## src/rtl/cref_pkg.sv

```systemverilog
package cref_pkg;
  typedef enum logic [1:0] {
    SRC_OFF        = 2'd0,
    SRC_SUPPLY_DAC = 2'd1,
    SRC_EXT_DAC    = 2'd2,
    SRC_EXT_DIRECT = 2'd3
  } src_e;

  // packed MSB first: bit5 ulp, bit4 sw_sel, bit3 sw_mode, bit2 term_neg, [1:0] src
  typedef struct packed {
    logic ulp;
    logic sw_sel;
    logic sw_mode;
    logic term_neg;
    src_e src;
  } ctrl_t;

  localparam int unsigned CTRL_W = $bits(ctrl_t);

  localparam logic [1:0] ADDR_CTRL  = 2'd0;
  localparam logic [1:0] ADDR_CODE0 = 2'd1;
  localparam logic [1:0] ADDR_CODE1 = 2'd2;
endpackage

```

## src/rtl/cref_regs.sv

```systemverilog
module cref_regs
  import cref_pkg::*;
#(
  parameter int unsigned CODE_W = 8,
  parameter int unsigned ADDR_W = 2
) (
  input  logic              clk,
  input  logic              rst_n,
  input  logic              wr_en,
  input  logic [ADDR_W-1:0] wr_addr,
  input  logic [CODE_W-1:0] wr_data,
  output ctrl_t             ctrl_o,
  output logic [CODE_W-1:0] code0_o,
  output logic [CODE_W-1:0] code1_o
);
  localparam logic [ADDR_W-1:0] A_CTRL  = ADDR_W'(ADDR_CTRL);
  localparam logic [ADDR_W-1:0] A_CODE0 = ADDR_W'(ADDR_CODE0);
  localparam logic [ADDR_W-1:0] A_CODE1 = ADDR_W'(ADDR_CODE1);

  ctrl_t ctrl_q;
  logic [CODE_W-1:0] code0_q, code1_q;

  always_ff @(posedge clk or negedge rst_n) begin
    if (!rst_n) begin
      ctrl_q  <= '0;
      code0_q <= '0;
      code1_q <= '0;
    end else if (wr_en) begin
      unique case (wr_addr)
        A_CTRL:  ctrl_q  <= ctrl_t'(wr_data[CTRL_W-1:0]);
        A_CODE0: code0_q <= wr_data;
        A_CODE1: code1_q <= wr_data;
        default: ;
      endcase
    end
  end

  assign ctrl_o  = ctrl_q;
  assign code0_o = code0_q;
  assign code1_o = code1_q;
endmodule

```

## src/rtl/cref_sync.sv

```systemverilog
module cref_sync #(
  parameter int unsigned STAGES = 2
) (
  input  logic clk,
  input  logic rst_n,
  input  logic d,
  output logic q
);
  logic [STAGES-1:0] chain;

  generate
    for (genvar i = 0; i < STAGES; i++) begin : g_stage
      if (i == 0) begin : g_first
        always_ff @(posedge clk or negedge rst_n) begin
          if (!rst_n) chain[0] <= 1'b0;
          else        chain[0] <= d;
        end
      end else begin : g_next
        always_ff @(posedge clk or negedge rst_n) begin
          if (!rst_n) chain[i] <= 1'b0;
          else        chain[i] <= chain[i-1];
        end
      end
    end
  endgenerate

  assign q = chain[STAGES-1];
endmodule

```

## src/rtl/cref_code_sel.sv

```systemverilog
module cref_code_sel #(
  parameter int unsigned CODE_W = 8
) (
  input  logic              clk,
  input  logic              rst_n,
  input  logic              sw_mode,
  input  logic              sw_sel,
  input  logic              cmp_sync,
  input  logic [CODE_W-1:0] code0,
  input  logic [CODE_W-1:0] code1,
  output logic [CODE_W-1:0] code_q
);
  logic pick_hi;
  logic [CODE_W-1:0] code_d;

  always_comb begin
    pick_hi = sw_mode ? sw_sel : cmp_sync;
    code_d  = pick_hi ? code1 : code0;
  end

  always_ff @(posedge clk or negedge rst_n) begin
    if (!rst_n) code_q <= '0;
    else        code_q <= code_d;
  end
endmodule

```

## src/rtl/cref_route.sv

```systemverilog
module cref_route
  import cref_pkg::*;
#(
  parameter int unsigned CODE_W = 8
) (
  input  ctrl_t             ctrl,
  input  logic [CODE_W-1:0] code_q,
  input  logic              chan_en_pos,
  input  logic              chan_en_neg,
  output logic [CODE_W-1:0] dac_code,
  output logic              dac_en,
  output logic              dac_ref_ext,
  output logic              bypass_en,
  output logic              route_pos,
  output logic              route_neg,
  output logic              req_fast,
  output logic              req_ulp
);
  logic gen_on;

  always_comb begin
    gen_on      = (ctrl.src != SRC_OFF);
    dac_en      = (ctrl.src == SRC_SUPPLY_DAC) || (ctrl.src == SRC_EXT_DAC);
    dac_ref_ext = (ctrl.src == SRC_EXT_DAC);
    bypass_en   = (ctrl.src == SRC_EXT_DIRECT);
    dac_code    = dac_en ? code_q : '0;
    route_pos   = gen_on && !ctrl.term_neg && !chan_en_pos;
    route_neg   = gen_on &&  ctrl.term_neg && !chan_en_neg;
    req_fast    = gen_on && !ctrl.ulp;
    req_ulp     = gen_on &&  ctrl.ulp;
  end
endmodule

```

## src/rtl/cmp_ref_ctrl.sv

```systemverilog
module cmp_ref_ctrl
  import cref_pkg::*;
#(
  parameter int unsigned CODE_W      = 8,
  parameter int unsigned ADDR_W      = 2,
  parameter int unsigned SYNC_STAGES = 2
) (
  input  logic              clk,
  input  logic              rst_n,
  input  logic              wr_en,
  input  logic [ADDR_W-1:0] wr_addr,
  input  logic [CODE_W-1:0] wr_data,
  input  logic              cmp_out,
  input  logic              chan_en_pos,
  input  logic              chan_en_neg,
  output logic [CODE_W-1:0] dac_code,
  output logic              dac_en,
  output logic              dac_ref_ext,
  output logic              bypass_en,
  output logic              route_pos,
  output logic              route_neg,
  output logic              req_fast,
  output logic              req_ulp
);
  ctrl_t ctrl;
  logic [CODE_W-1:0] code0, code1, code_q;
  logic cmp_sync;

  cref_regs #(.CODE_W(CODE_W), .ADDR_W(ADDR_W)) u_regs (
    .clk(clk), .rst_n(rst_n), .wr_en(wr_en), .wr_addr(wr_addr),
    .wr_data(wr_data), .ctrl_o(ctrl), .code0_o(code0), .code1_o(code1)
  );

  cref_sync #(.STAGES(SYNC_STAGES)) u_sync (
    .clk(clk), .rst_n(rst_n), .d(cmp_out), .q(cmp_sync)
  );

  cref_code_sel #(.CODE_W(CODE_W)) u_sel (
    .clk(clk), .rst_n(rst_n), .sw_mode(ctrl.sw_mode), .sw_sel(ctrl.sw_sel),
    .cmp_sync(cmp_sync), .code0(code0), .code1(code1), .code_q(code_q)
  );

  cref_route #(.CODE_W(CODE_W)) u_route (
    .ctrl(ctrl), .code_q(code_q), .chan_en_pos(chan_en_pos),
    .chan_en_neg(chan_en_neg), .dac_code(dac_code), .dac_en(dac_en),
    .dac_ref_ext(dac_ref_ext), .bypass_en(bypass_en), .route_pos(route_pos),
    .route_neg(route_neg), .req_fast(req_fast), .req_ulp(req_ulp)
  );
endmodule

```

## config.mk

```make
export PLATFORM = sky130hd
export DESIGN_NAME = cmp_ref_ctrl
export DESIGN_NICKNAME = d
export VERILOG_FILES = /design/src/rtl/cref_pkg.sv /design/src/rtl/cref_regs.sv /design/src/rtl/cref_sync.sv /design/src/rtl/cref_code_sel.sv /design/src/rtl/cref_route.sv /design/src/rtl/cmp_ref_ctrl.sv
export SDC_FILE = /design/constraint.sdc
export NUM_CORES = 1
export LEC_CHECK = 0
export CAP_MARGIN = 15
export CORE_MARGIN = 10
export CORE_UTILIZATION = 52
export DETAILED_ROUTE_END_ITERATION = 8
export PLACE_DENSITY = 0.88
export SYNTH_ARGS = -nofsm -noshare
export SYNTH_HDL_FRONTEND = slang
export SYNTH_SLANG_ARGS = --single-unit
```

## constraint.sdc

```tcl
create_clock -name clk -period 2.4 [get_ports clk]
set_input_delay 0.36 -clock clk [delete_from_list [all_inputs] [get_ports clk]]
set_output_delay 0.36 -clock clk [all_outputs]
set_load 0.01 [all_outputs]
```

==> impl_metrics.yaml, run 1 <==
status:
  status: "finished clean"
global_route:
  grt_overflow: 0
  grt_pass1_wl_um: 4400
  grt_start_max_net_pins: 33
  antenna_found_initial: 0
  grt_pass1_vias: 894
  track_usage_pct: 11.1
power_and_ir_drop:
  pwr-share-clk_pct: 21.4
  power_frac_comb_pct: 30.3
  power_frac_seq_pct: 48.3
  powerDensity_mw_per_mm2: 838
  leakagePower_uw: 0.000743
  swShare_pct: 26.6
  total_power_uw: 1450
  peakVddDrop_v: 0.000636
  switchingPower_uw: 385
  internal_power_uw: 1060
sta:
  period_share_pct: 93.1
  fin_tns_setup_ps: 0
  rsz0062_at_grt: "no"
  max_slew_margin_pct: 73.1
  hold_violations: 0
  max_freq_ghz: 0.447
  fin_worst_skew_ps: 10.2
  tightest_slew_ps: 395
  setup_viol: 0
  layout_min_cycle_time_ps: 2240
  finalMaxSlewViolations: 0
cts:
  postCtsHoldBufs: 0
  cts_buffers: 5
  clkSlewWorstSetupHoldPaths_ps: 100
  clockBufferDepth: 2
  cts_root_buf: "clkbuf_4"
  insertion_delay_ps: 320
  clock-sinks: 32
  cts_tree: "built"
  h-tree-depth: 2
setup_path:
  crit_cells: 4
  slowest_delay_ps: 540
  cp_cell_sequence: "inv_1 -> ha_2 -> and2_1 -> clkdlybuf4s50_1"
  r2r_cells: 2
  crit_family: "buffers and inverters"
  critPathSlowestCell: "clkdlybuf4s50_1"
  required_ps: 2040
  crit_type: "flip-flop to output pin"
  cp.arrival_ps: 1880
  path_buf_inv: 2
  cp_max_fo: 9
  end_kind: "output pin"
  critPathLaunchType: "flip-flop"
cells_and_area:
  multiInputGateArea_um2: 514
  area_growth_pct: 31.0
  layout.area.seq_um2: 801
  fin_util_pct: 70.4
  fin_cells: 152
  nets: 140
  final_area_mm2: 0.00173
  final_cell_mix: "32 x dfrtp_1, 30 x mux2_2, 30 x clkdlybuf4s50_1"
  final_common_cell: "dfrtp_1"
  drive_gt1_share_pct: 36.1
  fillers: 174
  antenna_cells: 0
synthesis:
  syn_avg_cell_area_um2: 15.9
  synth_area_leader_cell: "dfrtp_1"
  syn_inst: 83
  syn_area_mm2: 0.00132
  yosys.cell_types.count: 12
  yosys_warnings: 0
  synth_top_area_share_pct: 60.7
  syn_nets: 102
  ys_top_cells_by_area: "dfrtp_1 61%, mux2_2 26%, and2_1 3.8%, ha_1 2.8%, mux2i_4 1.7%"
  seq_area_frac_synth_pct: 60.7
  synth_seq_cells: 32
die:
  std_cell_rows: 18
  die_w_um: 70.4
  die_h_um: 70.4
  initial_core_util_pct: 53.8
  io_pins: 31
  dieArea_mm2: 0.00495
  core_area_mm2: 0.00245
detailed_routing:
  wl_met2_um: 1370
  avgViaCountPerCell: 5.08
  route.top_layer_used: "met4"
  via_count: 772
  firstDrtPassIters: 4
  ant_nets: 0
  drc: 0
  drt_iter0_drc: 21
  dr_wl_met3_um: 105
  routed_wl_um: 2490
  wl_met1_um: 984
  post_drt_wl_per_cell_um: 16.4
min_path:
  whs_path_depth: 0
  hold_class: "flip-flop to flip-flop"
placed_design:
  io_buffers: 30
  post_dp_cell_area_mm2: 0.00167
  gp_congestion: 0.726
  hpwl_um: 1830
  numPlacedInstances: 144
run:
  maxCapViolations: 0
## logic make-up (layout without fill, tap and decap cells)
| kind of cell | Yosys count | in the layout | synth area share, % |
|---|---|---|---|
| adders and majority gates | 3 | 3 | 2.84 |
| DFF | 32 | 32 | 60.7 |
| buffers and inverters | 2 | 41 | 0.569 |
| muxes | 31 | 31 | 27.3 |
| and+or+nand+nor | 15 | 15 | 8.63 |
## area by class of cell
cell class	count	area share [%]
Sequential cell	32	46.3
Multi-Input combinational cell	49	29.7
Timing Repair Buffer	31	17.8
Clock buffer	6	2.97
Tap cell	30	2.17
Clock inverter	2	0.579
Inverter	2	0.434
## cells in the mapped netlist, drive strengths merged
cell type,number
dfrtp,32
mux2,30
inv,2
nor3b,2
nand3b,2
and2,8
nor3,1
nor2b,1
nor2,1
mux2i,1
ha,3
## repair_timing
action / 4_1_cts / 5_1_grt
setup buffers: 0 / 0
gates resized for setup: 0 / 1
endpoints found under the setup margin: 0 / 8
## flip-flops by register name, indices dropped and copies added, names as in the netlist
signal	flops
u_regs.code0_o	8
u_regs.code1_o	8
u_regs.ctrl_o	6
u_sel.code_q	8
u_sync.chain	1
u_sync.q	1
## stage by stage
stage          hold slack [ps]  setup WS, ps
2_1_floorplan             64.4          1050
3_3_place_gp               332           482
3_5_place_dp               336           431
4_1_cts                    359          82.0
5_1_grt                    374          40.6
6_report                   358           165
## layer usage
metal / vias up / global-route usage [%]
li1: 369 / -
met1: 383 / 11.3
met2: 15 / 19.0
met3: 5 / 4.80
met4: 0 / 5.48
met5: - / 0
## power by group through the flow
stage | Combinational (uW) | Sequential, uW | Clock (uW)
CTS | 445 | 700 | 317
detailed placement | 443 | 711 | 0
finish | 439 | 699 | 311
floorplan | 232 | 694 | 0
global placement | 433 | 701 | 0
global route | 484 | 713 | 351
## path summary, 6_finish.rpt
kind | slack (ps) | to | from
max | 160 | dac_code[4] | u_regs.ctrl_o[1]
min | 360 | u_sync.q | u_sync.chain[0]
max reg2reg | 1040 | u_sel.code_q[7] | u_regs.ctrl_o[3]
min reg2reg | 360 | u_sync.q | u_sync.chain[0]
max in group asynchronous | 1700 | u_regs.code0_o[5] | rst_n
min in group asynchronous | 420 | u_sel.code_q[4] | rst_n
Power figures use the tool's default switching activity.
==> inputs of run 2 (changes only) <==
Settings changed: CORE_UTILIZATION 52 to 45, PLACE_DENSITY 0.88 to 0.78.
==> run 2 against run 1 <==
  * Sequential cell count did not move
  * Global-route usage fell by 1.1 points
  * Final area barely moved
  * Largest power group unchanged
  * Clock power rose by 4%
  * Register-to-register slack barely moved
  * Highest routed layer unchanged
  * Clock skew fell by 3.5 ps
  * Total power rose by 1.0%
  * Final cell count rose by 0.66%
==> impl_metrics.yaml, run 2 (synthesis results as in run 1) <==
status:
  status: "finished clean"
placed_design:
  gp_congestion: 0.692
  io_buffers: 30
setup_path:
  slowest_delay_ps: 540
  r2r_cells: 2
  cp_cell_sequence: "inv_1 -> ha_2 -> and2_1 -> clkdlybuf4s50_1"
  cp.arrival_ps: 1930
  cp_max_fo: 9
  end_kind: "output pin"
  required_ps: 2040
  critPathLaunchType: "flip-flop"
  crit_type: "flip-flop to output pin"
  critPathSlowestCell: "clkdlybuf4s50_1"
detailed_routing:
  firstDrtPassIters: 2
  route.top_layer_used: "met4"
  post_drt_wl_per_cell_um: 17.3
  ant_nets: 0
  via_count: 791
  wl_met2_um: 1450
  routed_wl_um: 2650
  avgViaCountPerCell: 5.17
  drc: 0
  dr_wl_met3_um: 136
  drt_iter0_drc: 22
  wl_met1_um: 1030
cts:
  clock-sinks: 32
  cts_root_buf: "clkbuf_4"
  cts_buffers: 5
  cts_tree: "built"
  cts_setup_buffers: 0
  h-tree-depth: 2
  insertion_delay_ps: 330
  post_cts_resized: 0
  clockBufferDepth: 2
  clkSlewWorstSetupHoldPaths_ps: 100
  postCtsHoldBufs: 0
global_route:
  grt_pass1_vias: 854
  grt_pass1_wl_um: 4170
  grt_overflow: 0
  grt_start_max_net_pins: 33
  track_usage_pct: 10.1
  antenna_found_initial: 0
power_and_ir_drop:
  leakagePower_uw: 0.000743
  peakVddDrop_v: 0.000545
  power_frac_seq_pct: 47.7
  power_frac_comb_pct: 30.3
  swShare_pct: 27.3
  pwr-share-clk_pct: 22.0
  switchingPower_uw: 399
  total_power_uw: 1460
  internal_power_uw: 1060
  powerDensity_mw_per_mm2: 846
cells_and_area:
  nets: 140
  final_cell_mix: "32 x dfrtp_1, 30 x mux2_2, 30 x clkdlybuf4s50_1"
  drive_gt1_share_pct: 36.1
  antenna_cells: 0
  area_growth_pct: 31.1
  final_common_cell: "dfrtp_1"
  fillers: 232
run:
  maxCapViolations: 0
die:
  core_area_mm2: 0.00278
  std_cell_rows: 19
  die_w_um: 74.2
  die_h_um: 74.2
  initial_core_util_pct: 47.5
  io_pins: 31
  dieArea_mm2: 0.00550
sta:
  max_slew_margin_pct: 72.0
  period_share_pct: 95.4
  tightest_slew_ps: 411
  max_freq_ghz: 0.437
  finalMaxSlewViolations: 0
  timing.hold.ws_ps: 384
  setup_viol: 0
  hold_violations: 0
  fin_worst_skew_ps: 6.71
  layout_min_cycle_time_ps: 2290
min_path:
  hold_class: "flip-flop to flip-flop"
  whs_path_depth: 0
run 2: cell counts in the layout (fill, tap and decap cells not counted):
Identical to the previous run, type by type.
run 2: critical path: cells and delay by family (launching register included):
family	cells	cell delay (ps)
buffers and inverters	2	610
AND/OR/NAND/NOR	1	150
adder cells (fa/ha/maj)	1	430
flip-flops	1	410
run 2: worst paths after layout:
kind	start	to	slack [ps]
max in group asynchronous	rst_n	u_regs.code0_o[3]	1710
worst min-delay path	u_sync.chain[0]	u_sync.q	380
worst min register to register	u_sync.chain[0]	u_sync.q	380
worst max-delay path	u_regs.ctrl_o[1]	dac_code[0]	110
min in group asynchronous	rst_n	u_regs.ctrl_o[0]	400
worst max register to register	u_regs.ctrl_o[3]	u_sel.code_q[0]	1030
run 2: final cells by class:
type                    count  area (um^2)  share of cell area, %
inverters                   2         7.51                  0.434
repair buffers             31          308                   17.8
clock inverters             2         10.0                  0.578
clock buffers               6         51.3                   2.96
flip-flops and latches     32          801                   46.3
well taps                  31         38.8                   2.24
multi-input cells          49          514                   29.7
run 2: routing by layer:
layer,vias to the layer above,GRT usage [%]
li1,363,-
met2,16,17.4
met4,0,3.73
met5,-,0
met1,407,10.6
met3,5,4.39
run 2: power groups by stage:
stage | Combinational [uW] | Clock [uW] | Sequential [uW]
global route | 483 | 355 | 711
global placement | 437 | 0 | 702
detailed placement | 450 | 0 | 711
finish | 443 | 323 | 698
floorplan | 232 | 0 | 694
CTS | 452 | 328 | 699
run 2: through the flow:
| step | utilization, % | setup TNS [ps] | instances | instance area [um^2] | worst slack, ps |
|---|---|---|---|---|---|
| after floorplan | - | 0 | 83 | 1320 | 1050 |
| after global placement | 59.9 | 0 | 145 | 1670 | 469 |
| after detailed placement | 59.9 | 0 | 145 | 1670 | 430 |
| after CTS | 62.1 | 0 | 153 | 1730 | 46.7 |
| after global routing | 62.2 | -12.4 | 153 | 1730 | -9.20 |
| final | 62.2 | 0 | 153 | 1730 | 111 |
==> inputs of run 3 (changes only) <==
Settings changed: CORE_ASPECT_RATIO set to 1.2.
==> run 3 against run 2 <==
  * Sequential share of layout area about the same
  * Combinational power decreased by 1%
  * Die area increased by 0.16%
  * Largest cell class unchanged
==> impl_metrics.yaml, run 3 (synthesis results as in run 1) <==
min_path:
  worstHoldStart: "u_sync.chain[0]"
  whs_path_depth: 0
  hold_class: "flip-flop to flip-flop"
  hold_end: "u_sync.q"
setup_path:
  cp-startpoint: "u_regs.ctrl_o[1]"
  cp.arrival_ps: 1880
  required_ps: 2040
  cp_max_fo: 9
  timing.rr.start: "u_regs.ctrl_o[3]"
  r2r_slack_ps: 1080
  critPathLaunchType: "flip-flop"
  r2r_end: "u_sel.code_q[3]"
  r2r_cells: 2
  end_kind: "output pin"
  crit_type: "flip-flop to output pin"
die:
  core_area_mm2: 0.00281
  std_cell_rows: 21
  io_pins: 31
  dieArea_mm2: 0.00551
  die_w_um: 69.4
  initial_core_util_pct: 47.0
  die_h_um: 79.3
cts:
  h-tree-depth: 2
  insertion_delay_ps: 320
  clkSlewWorstSetupHoldPaths_ps: 90
  clockBufferDepth: 2
  cts_buffers: 5
  cts_root_buf: "clkbuf_4"
  clock-sinks: 32
  cts_tree: "built"
status:
  status: "finished clean"
global_route:
  grt_util_met3_pct: 4.35
  grt-busiest-layer: "met2"
  grt_pass1_wl_um: 4110
  grt_use_met2_pct: 15.8
  grt_pass1_vias: 869
  grt_overflow: 0
  antenna_found_initial: 0
  grtUsageMet1_pct: 9.40
  track_usage_pct: 9.32
  grt_start_max_net_pins: 33
placed_design:
  pre_cts_ws_ps: 462
  io_buffers: 30
  hpwl_um: 1810
  gp_congestion: 0.685
sta:
  hold_violations: 0
  tightest_slew_ps: 372
  fin_ws_ps: 164
  layout_min_cycle_time_ps: 2240
  max_slew_margin_pct: 74.6
  finalMaxSlewViolations: 0
  fin_tns_setup_ps: 0
  setup_viol: 0
  fin_worst_skew_ps: 7.63
  rsz0062_at_grt: "no"
  period_share_pct: 93.2
  max_freq_ghz: 0.447
detailed_routing:
  drc: 0
  avgViaCountPerCell: 5.05
  ant_nets: 0
  via_count: 788
  drt_iter0_drc: 24
  firstDrtPassIters: 4
  routed_wl_um: 2410
  post_drt_wl_per_cell_um: 15.5
cells_and_area:
  final_common_cell: "dfrtp_1"
  drive_gt1_share_pct: 34.4
  antenna_cells: 0
  nets: 140
  final_cell_mix: "32 x dfrtp_1, 30 x mux2_2, 30 x clkdlybuf4s50_1"
  area_growth_pct: 31.2
run:
  maxCapViolations: 0
power_and_ir_drop:
  powerDensity_mw_per_mm2: 836
  leakagePower_uw: 0.000737
  peakVddDrop_v: 0.000593
run 3: layer usage:
layer	part of all wire (%)	wire length, um	up-vias
met4	1.7	42	0
met5	0	0	-
met2	54	1300	16
met1	40	956	402
met3	4.9	118	5
li1	-	-	365
run 3: worst max-delay path, stage by stage, from the launching register on:
cell and delay, ps:
dfrtp_1 400, inv_1 60, ha_2 400, and2_1 150, clkdlybuf4s50_1 540
run 3: worst max path at each step:
stage	cells after the start	to
6_report	4	dac_code[4]
3_5_place_dp	4	dac_code[4]
4_1_cts	4	dac_code[4]
5_1_grt	4	dac_code[7]
3_3_place_gp	4	dac_code[4]
2_1_floorplan	3	dac_code[0]
run 3: layout make-up:
cell class / count / area [um^2]
Sequential cell: 32 / 801
Tap cell: 34 / 42.5
Fill cell: 219 / 1080
Timing Repair Buffer: 31 / 308
Clock buffer: 8 / 58.8
Multi-Input combinational cell: 49 / 514
Inverter: 2 / 7.51
run 3: report_power, final:
part           total, uW  internal [uW]  switching (uW)
clock                313            144             169
combinational        438            275             163
sequential           695            649            46.5
run 3: stage by stage:
stage | utilization [%] | power (uW) | hold WS, ps | cells | cell area (um^2)
floorplan | - | 926 | 64.4 | 83 | 1320
global placement | 59.4 | 1140 | 336 | 148 | 1670
detailed placement | 59.4 | 1150 | 339 | 148 | 1670
CTS | 61.5 | 1470 | 360 | 156 | 1730
global route | 61.6 | 1530 | 373 | 156 | 1730
finish | 61.6 | 1450 | 356 | 156 | 1730
run 3: timing repair:
action / CTS / global route
setup buffers: 0 / 0
hold buffers: 0 / 0
endpoints found under the setup margin: 0 / 1
resized for setup: 0 / 1
